**config.mk**
```make
export PLATFORM = sky130hd
export DESIGN_NAME = rgb_f32_pack
export DESIGN_NICKNAME = d
export VERILOG_FILES = /design/src/rtl/sfp_pkg.sv /design/src/rtl/sf_classify.sv /design/src/rtl/sf_encode.sv /design/src/rtl/sf_lane.sv /design/src/rtl/rgb_f32_pack.sv
export SDC_FILE = /design/constraint.sdc
export NUM_CORES = 1
export LEC_CHECK = 0
export BUFFER_PORTS_ARGS = -buffer_cell sky130_fd_sc_hd__buf_2
export CORE_MARGIN = 2
export CORE_UTILIZATION = 35
export CTS_CLUSTER_SIZE = 28
export DETAILED_ROUTE_END_ITERATION = 12
export HOLD_SLACK_MARGIN = 0.1
export PLACE_DENSITY = 0.65
export SETUP_SLACK_MARGIN = 0.02
export SYNTH_ARGS = -nofsm -noshare
export SYNTH_HDL_FRONTEND = slang
export SYNTH_SLANG_ARGS = --single-unit
```
**constraint.sdc**
```tcl
create_clock -name clk -period 2.2 [get_ports clk]
set_input_delay 0.44 -clock clk [delete_from_list [all_inputs] [get_ports clk]]
set_output_delay 0.44 -clock clk [all_outputs]
set_load 0.05 [all_outputs]
```
**src/rtl/sfp_pkg.sv**
```systemverilog
package sfp_pkg;
    localparam int F32_W       = 32;
    localparam int F32_EXP_W   = 8;
    localparam int F32_MANT_W  = 23;
    localparam int F32_BIAS    = 127;
    localparam int SF_EXP_W    = 5;
    localparam int SF_BIAS     = 15;
    localparam int NUM_CH      = 3;
    localparam int OUT_W       = 32;
    localparam int NORM_MIN_EXP = F32_BIAS - SF_BIAS + 1;
    localparam int SAT_MIN_EXP  = F32_BIAS + (2**SF_EXP_W - 1 - SF_BIAS);
    localparam logic [F32_EXP_W-1:0] F32_EXP_ALL = '1;

    typedef enum logic [2:0] {
        CLS_ZERO, CLS_NORM, CLS_DENORM, CLS_SAT, CLS_INF, CLS_NAN
    } sf_cls_e;

    typedef struct packed {
        sf_cls_e                 cls;
        logic [F32_EXP_W-1:0]    exp;
        logic [F32_MANT_W-1:0]   mant;
    } sf_pre_t;

    function automatic int ch_mant_w(input int ch);
        return (ch == NUM_CH - 1) ? 5 : 6;
    endfunction

    function automatic int ch_lsb(input int ch);
        int pos;
        pos = 0;
        for (int i = 0; i < ch; i++) pos += SF_EXP_W + ch_mant_w(i);
        return pos;
    endfunction
endpackage

```
**src/rtl/sf_classify.sv**
```systemverilog
module sf_classify
    import sfp_pkg::*;
(
    input  logic [F32_W-1:0] f_in,
    output sf_pre_t          pre
);
    logic                  sgn;
    logic [F32_EXP_W-1:0]  ex;
    logic [F32_MANT_W-1:0] mn;

    assign sgn = f_in[F32_W-1];
    assign ex  = f_in[F32_W-2 -: F32_EXP_W];
    assign mn  = f_in[F32_MANT_W-1:0];

    always_comb begin
        pre.exp  = ex;
        pre.mant = mn;
        if (ex == F32_EXP_ALL)
            pre.cls = (mn != '0) ? CLS_NAN : (sgn ? CLS_ZERO : CLS_INF);
        else if (sgn || ex == '0)
            pre.cls = CLS_ZERO;
        else if (ex >= F32_EXP_W'(SAT_MIN_EXP))
            pre.cls = CLS_SAT;
        else if (ex >= F32_EXP_W'(NORM_MIN_EXP))
            pre.cls = CLS_NORM;
        else
            pre.cls = CLS_DENORM;
    end
endmodule

```
**src/rtl/sf_encode.sv**
```systemverilog
module sf_encode
    import sfp_pkg::*;
#(
    parameter int MANT_W = 6
) (
    input  sf_pre_t                    pre,
    output logic [SF_EXP_W+MANT_W-1:0] code
);
    localparam int DEN_BASE = NORM_MIN_EXP + F32_MANT_W - MANT_W;
    localparam logic [SF_EXP_W-1:0] EXP_TOP = '1;
    localparam logic [SF_EXP_W-1:0] EXP_SAT = EXP_TOP - 1'b1;

    logic [F32_EXP_W:0]    den_sh;
    logic [F32_MANT_W:0]   sig;
    logic [F32_MANT_W:0]   den_val;
    logic [SF_EXP_W-1:0]   norm_exp;

    assign den_sh   = (F32_EXP_W+1)'(DEN_BASE) - {1'b0, pre.exp};
    assign sig      = {1'b1, pre.mant};
    assign den_val  = sig >> den_sh;
    assign norm_exp = SF_EXP_W'(pre.exp - F32_EXP_W'(NORM_MIN_EXP - 1));

    always_comb begin
        unique case (pre.cls)
            CLS_NORM:   code = {norm_exp, pre.mant[F32_MANT_W-1 -: MANT_W]};
            CLS_DENORM: code = {{SF_EXP_W{1'b0}}, den_val[MANT_W-1:0]};
            CLS_SAT:    code = {EXP_SAT, {MANT_W{1'b1}}};
            CLS_INF:    code = {EXP_TOP, {MANT_W{1'b0}}};
            CLS_NAN:    code = {EXP_TOP, 1'b1, {(MANT_W-1){1'b0}}};
            default:    code = '0;
        endcase
    end
endmodule

```
**src/rtl/sf_lane.sv**
```systemverilog
module sf_lane
    import sfp_pkg::*;
#(
    parameter int MANT_W = 6
) (
    input  logic                       clk,
    input  logic                       rst,
    input  logic [F32_W-1:0]           f_in,
    output logic [SF_EXP_W+MANT_W-1:0] code_q
);
    localparam int CODE_W = SF_EXP_W + MANT_W;

    sf_pre_t             pre_d, pre_q;
    logic [CODE_W-1:0]   code_d;

    sf_classify u_cls (.f_in(f_in), .pre(pre_d));
    sf_encode #(.MANT_W(MANT_W)) u_enc (.pre(pre_q), .code(code_d));

    always_ff @(posedge clk) begin
        pre_q  <= pre_d;
        code_q <= code_d;
    end


    neg_zero_chk: assert property (@(posedge clk) disable iff (rst)
        ($past(f_in[F32_W-1], 2) && $past(f_in[F32_W-2 -: F32_EXP_W], 2) != F32_EXP_ALL)
        |-> code_q == '0);


    sat_code_chk: assert property (@(posedge clk) disable iff (rst)
        (!$past(f_in[F32_W-1], 2) && $past(f_in[F32_W-2 -: F32_EXP_W], 2) != F32_EXP_ALL
         && $past(f_in[F32_W-2 -: F32_EXP_W], 2) >= F32_EXP_W'(SAT_MIN_EXP))
        |-> code_q == {{(SF_EXP_W-1){1'b1}}, 1'b0, {MANT_W{1'b1}}});


    pos_inf_chk: assert property (@(posedge clk) disable iff (rst)
        ($past(f_in, 2) == {1'b0, F32_EXP_ALL, {F32_MANT_W{1'b0}}})
        |-> code_q == {{SF_EXP_W{1'b1}}, {MANT_W{1'b0}}});


    top_exp_form_chk: assert property (@(posedge clk) disable iff (rst)
        (code_q[CODE_W-1 -: SF_EXP_W] == '1)
        |-> (code_q[MANT_W-1:0] == '0 ||
             code_q[MANT_W-1:0] == {1'b1, {(MANT_W-1){1'b0}}}));
endmodule

```
**src/rtl/rgb_f32_pack.sv**
```systemverilog
module rgb_f32_pack
    import sfp_pkg::*;
(
    input  logic        clk,
    input  logic        rst,
    input  logic        in_vld,
    input  logic [31:0] in_r,
    input  logic [31:0] in_g,
    input  logic [31:0] in_b,
    output logic        out_vld,
    output logic [31:0] out_word
);
    logic [F32_W-1:0] ch_in [NUM_CH];
    logic [OUT_W-1:0] packed_w;
    logic             vld_s1;

    assign ch_in[0] = in_r;
    assign ch_in[1] = in_g;
    assign ch_in[2] = in_b;

    for (genvar g = 0; g < NUM_CH; g++) begin : g_lane
        localparam int MW  = ch_mant_w(g);
        localparam int LSB = ch_lsb(g);
        logic [SF_EXP_W+MW-1:0] lane_code;
        sf_lane #(.MANT_W(MW)) u_lane (
            .clk(clk), .rst(rst), .f_in(ch_in[g]), .code_q(lane_code));
        assign packed_w[LSB +: SF_EXP_W+MW] = lane_code;
    end

    always_ff @(posedge clk) begin
        if (rst) begin
            vld_s1  <= 1'b0;
            out_vld <= 1'b0;
        end else begin
            vld_s1  <= in_vld;
            out_vld <= vld_s1;
        end
    end

    assign out_word = packed_w;


    lat_two_chk: assert property (@(posedge clk) disable iff (rst)
        ($past(in_vld) && !$past(rst)) |=> out_vld);


    no_spurious_vld_chk: assert property (@(posedge clk) disable iff (rst)
        (!$past(in_vld) && !$past(rst)) |=> !out_vld);
endmodule

```
==> impl_metrics.ini <==
[clock_network]
insertion_delay_ns = 0.43
cts_sinks = 136
root_buffer = clkbuf_16
clk_pin_slew_ns = 0.07
numCtsBuffers = 17
cts_max_level = 4
clockBufferDepth = 2
cts_tree = done

[sta]
hold_violations = 0
maxClockFrequency_mhz = 452.4
tightest_slew_ns = 0.5059
fin_ws_ns = -0.01020
fin_tns_setup_ns = -0.01672
finalSetupViolCount = 2
final.setup_skew_ns = 0.01264
period_share_pct = 100.5
rsz0062_at_grt = yes
maxSlewViolCount = 0
relSlewSlack_pct = 66.11
post-route-min-period_ns = 2.210

[detailed_routing]
dr.pass1.iters = 5
wl_per_cell_microns = 16.40
ant_nets = 0
routed_wl_microns = 18210
routed_via_density = 5.465
post-route-drc-count = 0
route.vias.total = 6066
drtIter0Drc = 420

[synthesis]
synthTopCellsByArea = dfxtp_1 40%, mux4_2 12%, mux2i_1 5.2%, a21oi_1 4.0%, nor2_1 3.2%
yosysTopAreaCell = dfxtp_1
netlist.area_leader.share_pct = 40.46
postSynthNetCount = 802
syn_avg_cell_area_sq_um = 9.654
synthFlopType = dfxtp_1
netlist-cell-type-count = 68
synth_edf_count = 0
syn_area_sq_um = 6729
async_flop_share_pct = 0
yosysSeqAreaShare_pct = 40.46
ys_ff_latch = 136
syn_inst = 697
yosysWarningCount = 0

[final_layout]
finalNetCount = 966
n_fill_cell = 1767
multi_input_area_sq_um = 3940
drive_gt1_share_pct = 32.04
final_cells = 1110
regArea_sq_um = 2730
area_delta_synth_final_pct = 29.90
fin_area_sq_um = 8741

[global_routing]
grt_pass1_vias = 5736
antenna_found_initial = 1
overflow = 0
grt_pass1_wl_microns = 28790
grt_use_total_pct = 18.06
grt_start_max_net_pins = 32

[pwr]
p_seq_share_pct = 40.2
switching_share_pct = 29.13
peakVddDrop_mv = 0.5517
p_per_area_nw_per_um2 = 774.6
p_leak_nw = 3.612
p_switching_mw = 1.972
comb_power_share_pct = 19.8
power.share.clock_pct = 40.0
p_int_mw = 4.799

[floorplanning]
dieArea_sq_um = 20350
ioPinCount = 132
die_width_microns = 142.7
fp.dieH_microns = 142.7
start_util_pct = 35.85
std_cell_rows = 50
core_sq_um = 18770

[outcome]
failed_checks = negative setup slack
status = complete, but fails checks

[setup_path]
required_ns = 2.55
cp.arrival_ns = 2.56
criticalPathCategory = flip-flop to flip-flop
critical_path.cell_chain = or4_4 > a2111oi_4 > o211ai_1 > or3_1 > or2_1 > o211ai_2
start_kind = flip-flop
cp_max_fo = 3
critical_path_buf_inv_count = 0
cpMaxStageDelayCell = or4_4
critPathCaptureType = flip-flop
crit_family = simple AND/OR/NAND/NOR gates
cpPeakStageDelay_ns = 0.55

[placement]
numPortBuffers = 131
place_inst = 1073
placed_area_sq_um = 7983
hpwl_microns = 14260
gp_congestion = 0.9148

[min_path]
min_path_type = input pin to flip-flop

[flow_run]
drv_cap = 0
## power groups by stage
stage	Combinational, mW	Sequential (mW)	Clock (mW)
after floorplan	0.740	2.87	0
after global placement	1.28	2.77	0
after detailed placement	1.28	2.77	0
after CTS	1.29	2.71	2.78
after global routing	1.44	2.74	2.90
final	1.34	2.72	2.71
## sequential cells by signal, summed over array words and instances (netlist names)
| name | cells |
|---|---|
| vld_s1 | 1 |
| g_lane.u_lane.pre_q | 102 |
| g_lane.u_lane.code_q | 32 |
| out_vld | 1 |
## cell usage after synthesis (all sizes together) (8+ instances only)
master,number
a21oi,54
nand2,56
o21ai,41
nor2b,12
nand3,20
a211oi,10
nor2,57
dfxtp,136
nor3,18
inv,22
clkbuf,25
mux2,14
buf,11
nand4,10
mux4,38
mux2i,35
nor4,20
xnor2,8
## cell families after synthesis
family	share of synthesized area [%]
and+or+nand+nor	16.25
buffers and inverters	3.626
xor gates and xnor gates	1.952
DFF	40.46
AOI/OAI and AO/OA	16.21
adders and majority gates	1.116
muxes	20.38
## what timing repair did
action / 4_1_cts / 5_1_grt
gates resized for setup: 6 / 24
setup endpoints to repair: 6 / 16
pin swaps: 7 / 2
hold endpoints to repair: 0 / 1
buffers inserted: 0 / 1
gates cloned: 0 / 1
hold buffers: 0 / 1
## placed cells by master (no fill, tap or decap), types with 6 or more instances in the layout
master,instances
nor3_1,16
nor2b_1,12
o21ai_0,27
clkbuf_16,18
a31oi_1,7
and3_1,6
mux2_1,10
nand3_1,20
o211ai_1,6
buf_4,42
inv_1,18
mux4_2,36
a211oi_1,10
o31ai_1,6
nand4_1,10
buf_2,131
xnor2_1,7
nand2b_1,6
o21ai_1,14
mux2i_1,32
dfxtp_1,132
a21oi_1,54
nor2_1,56
nand2_1,56
nor4_1,18
xor2_1,6
## routing by layer
layer / GRT usage, % / vias up / wire length, microns
met1: 24.61 / 2814 / 8330
met4: 7.400 / 0 / 455
met3: 5.164 / 35 / 1308
met2: 26.92 / 256 / 8110
met5: 0 / - / 0
li1: - / 2961 / -
## through the flow
step / total power, mW / util (%) / setup WS, ns / hold slack (ns)
finish: 6.770 / 46.57 / -0.01020 / 0.1224
global route: 7.082 / 46.56 / -0.08491 / 0.1012
CTS: 6.785 / 45.69 / 0.002933 / 0.1026
detailed placement: 4.050 / 42.53 / -0.05705 / 0.4465
global placement: 4.042 / 42.53 / -0.02935 / 0.4198
floorplan: 3.609 / - / -0.06004 / 0.4138
## area by class of cell
type / instances / share of cell area, %
Multi-Input combinational cell: 501 / 45.08
Sequential cell: 136 / 31.23
Timing Repair Buffer: 181 / 12.73
Clock buffer: 20 / 5.110
Tap cell: 234 / 3.350
Clock inverter: 12 / 1.374
Inverter: 24 / 1.074
Antenna cell: 2 / 0.05726
## worst paths after layout
path	start	endpoint	slack, ns	cells after the start
setup / recovery	g_lane[2].u_lane.pre_q[26]	g_lane[2].u_lane.code_q[0]	-0.01	6
hold reg to reg	vld_s1	out_vld	0.44	1
setup reg to reg	g_lane[2].u_lane.pre_q[26]	g_lane[2].u_lane.code_q[0]	-0.01	6
hold / removal	in_r[6]	g_lane[0].u_lane.pre_q[6]	0.12	1
No activity file was read; power rests on OpenSTA's default activity.
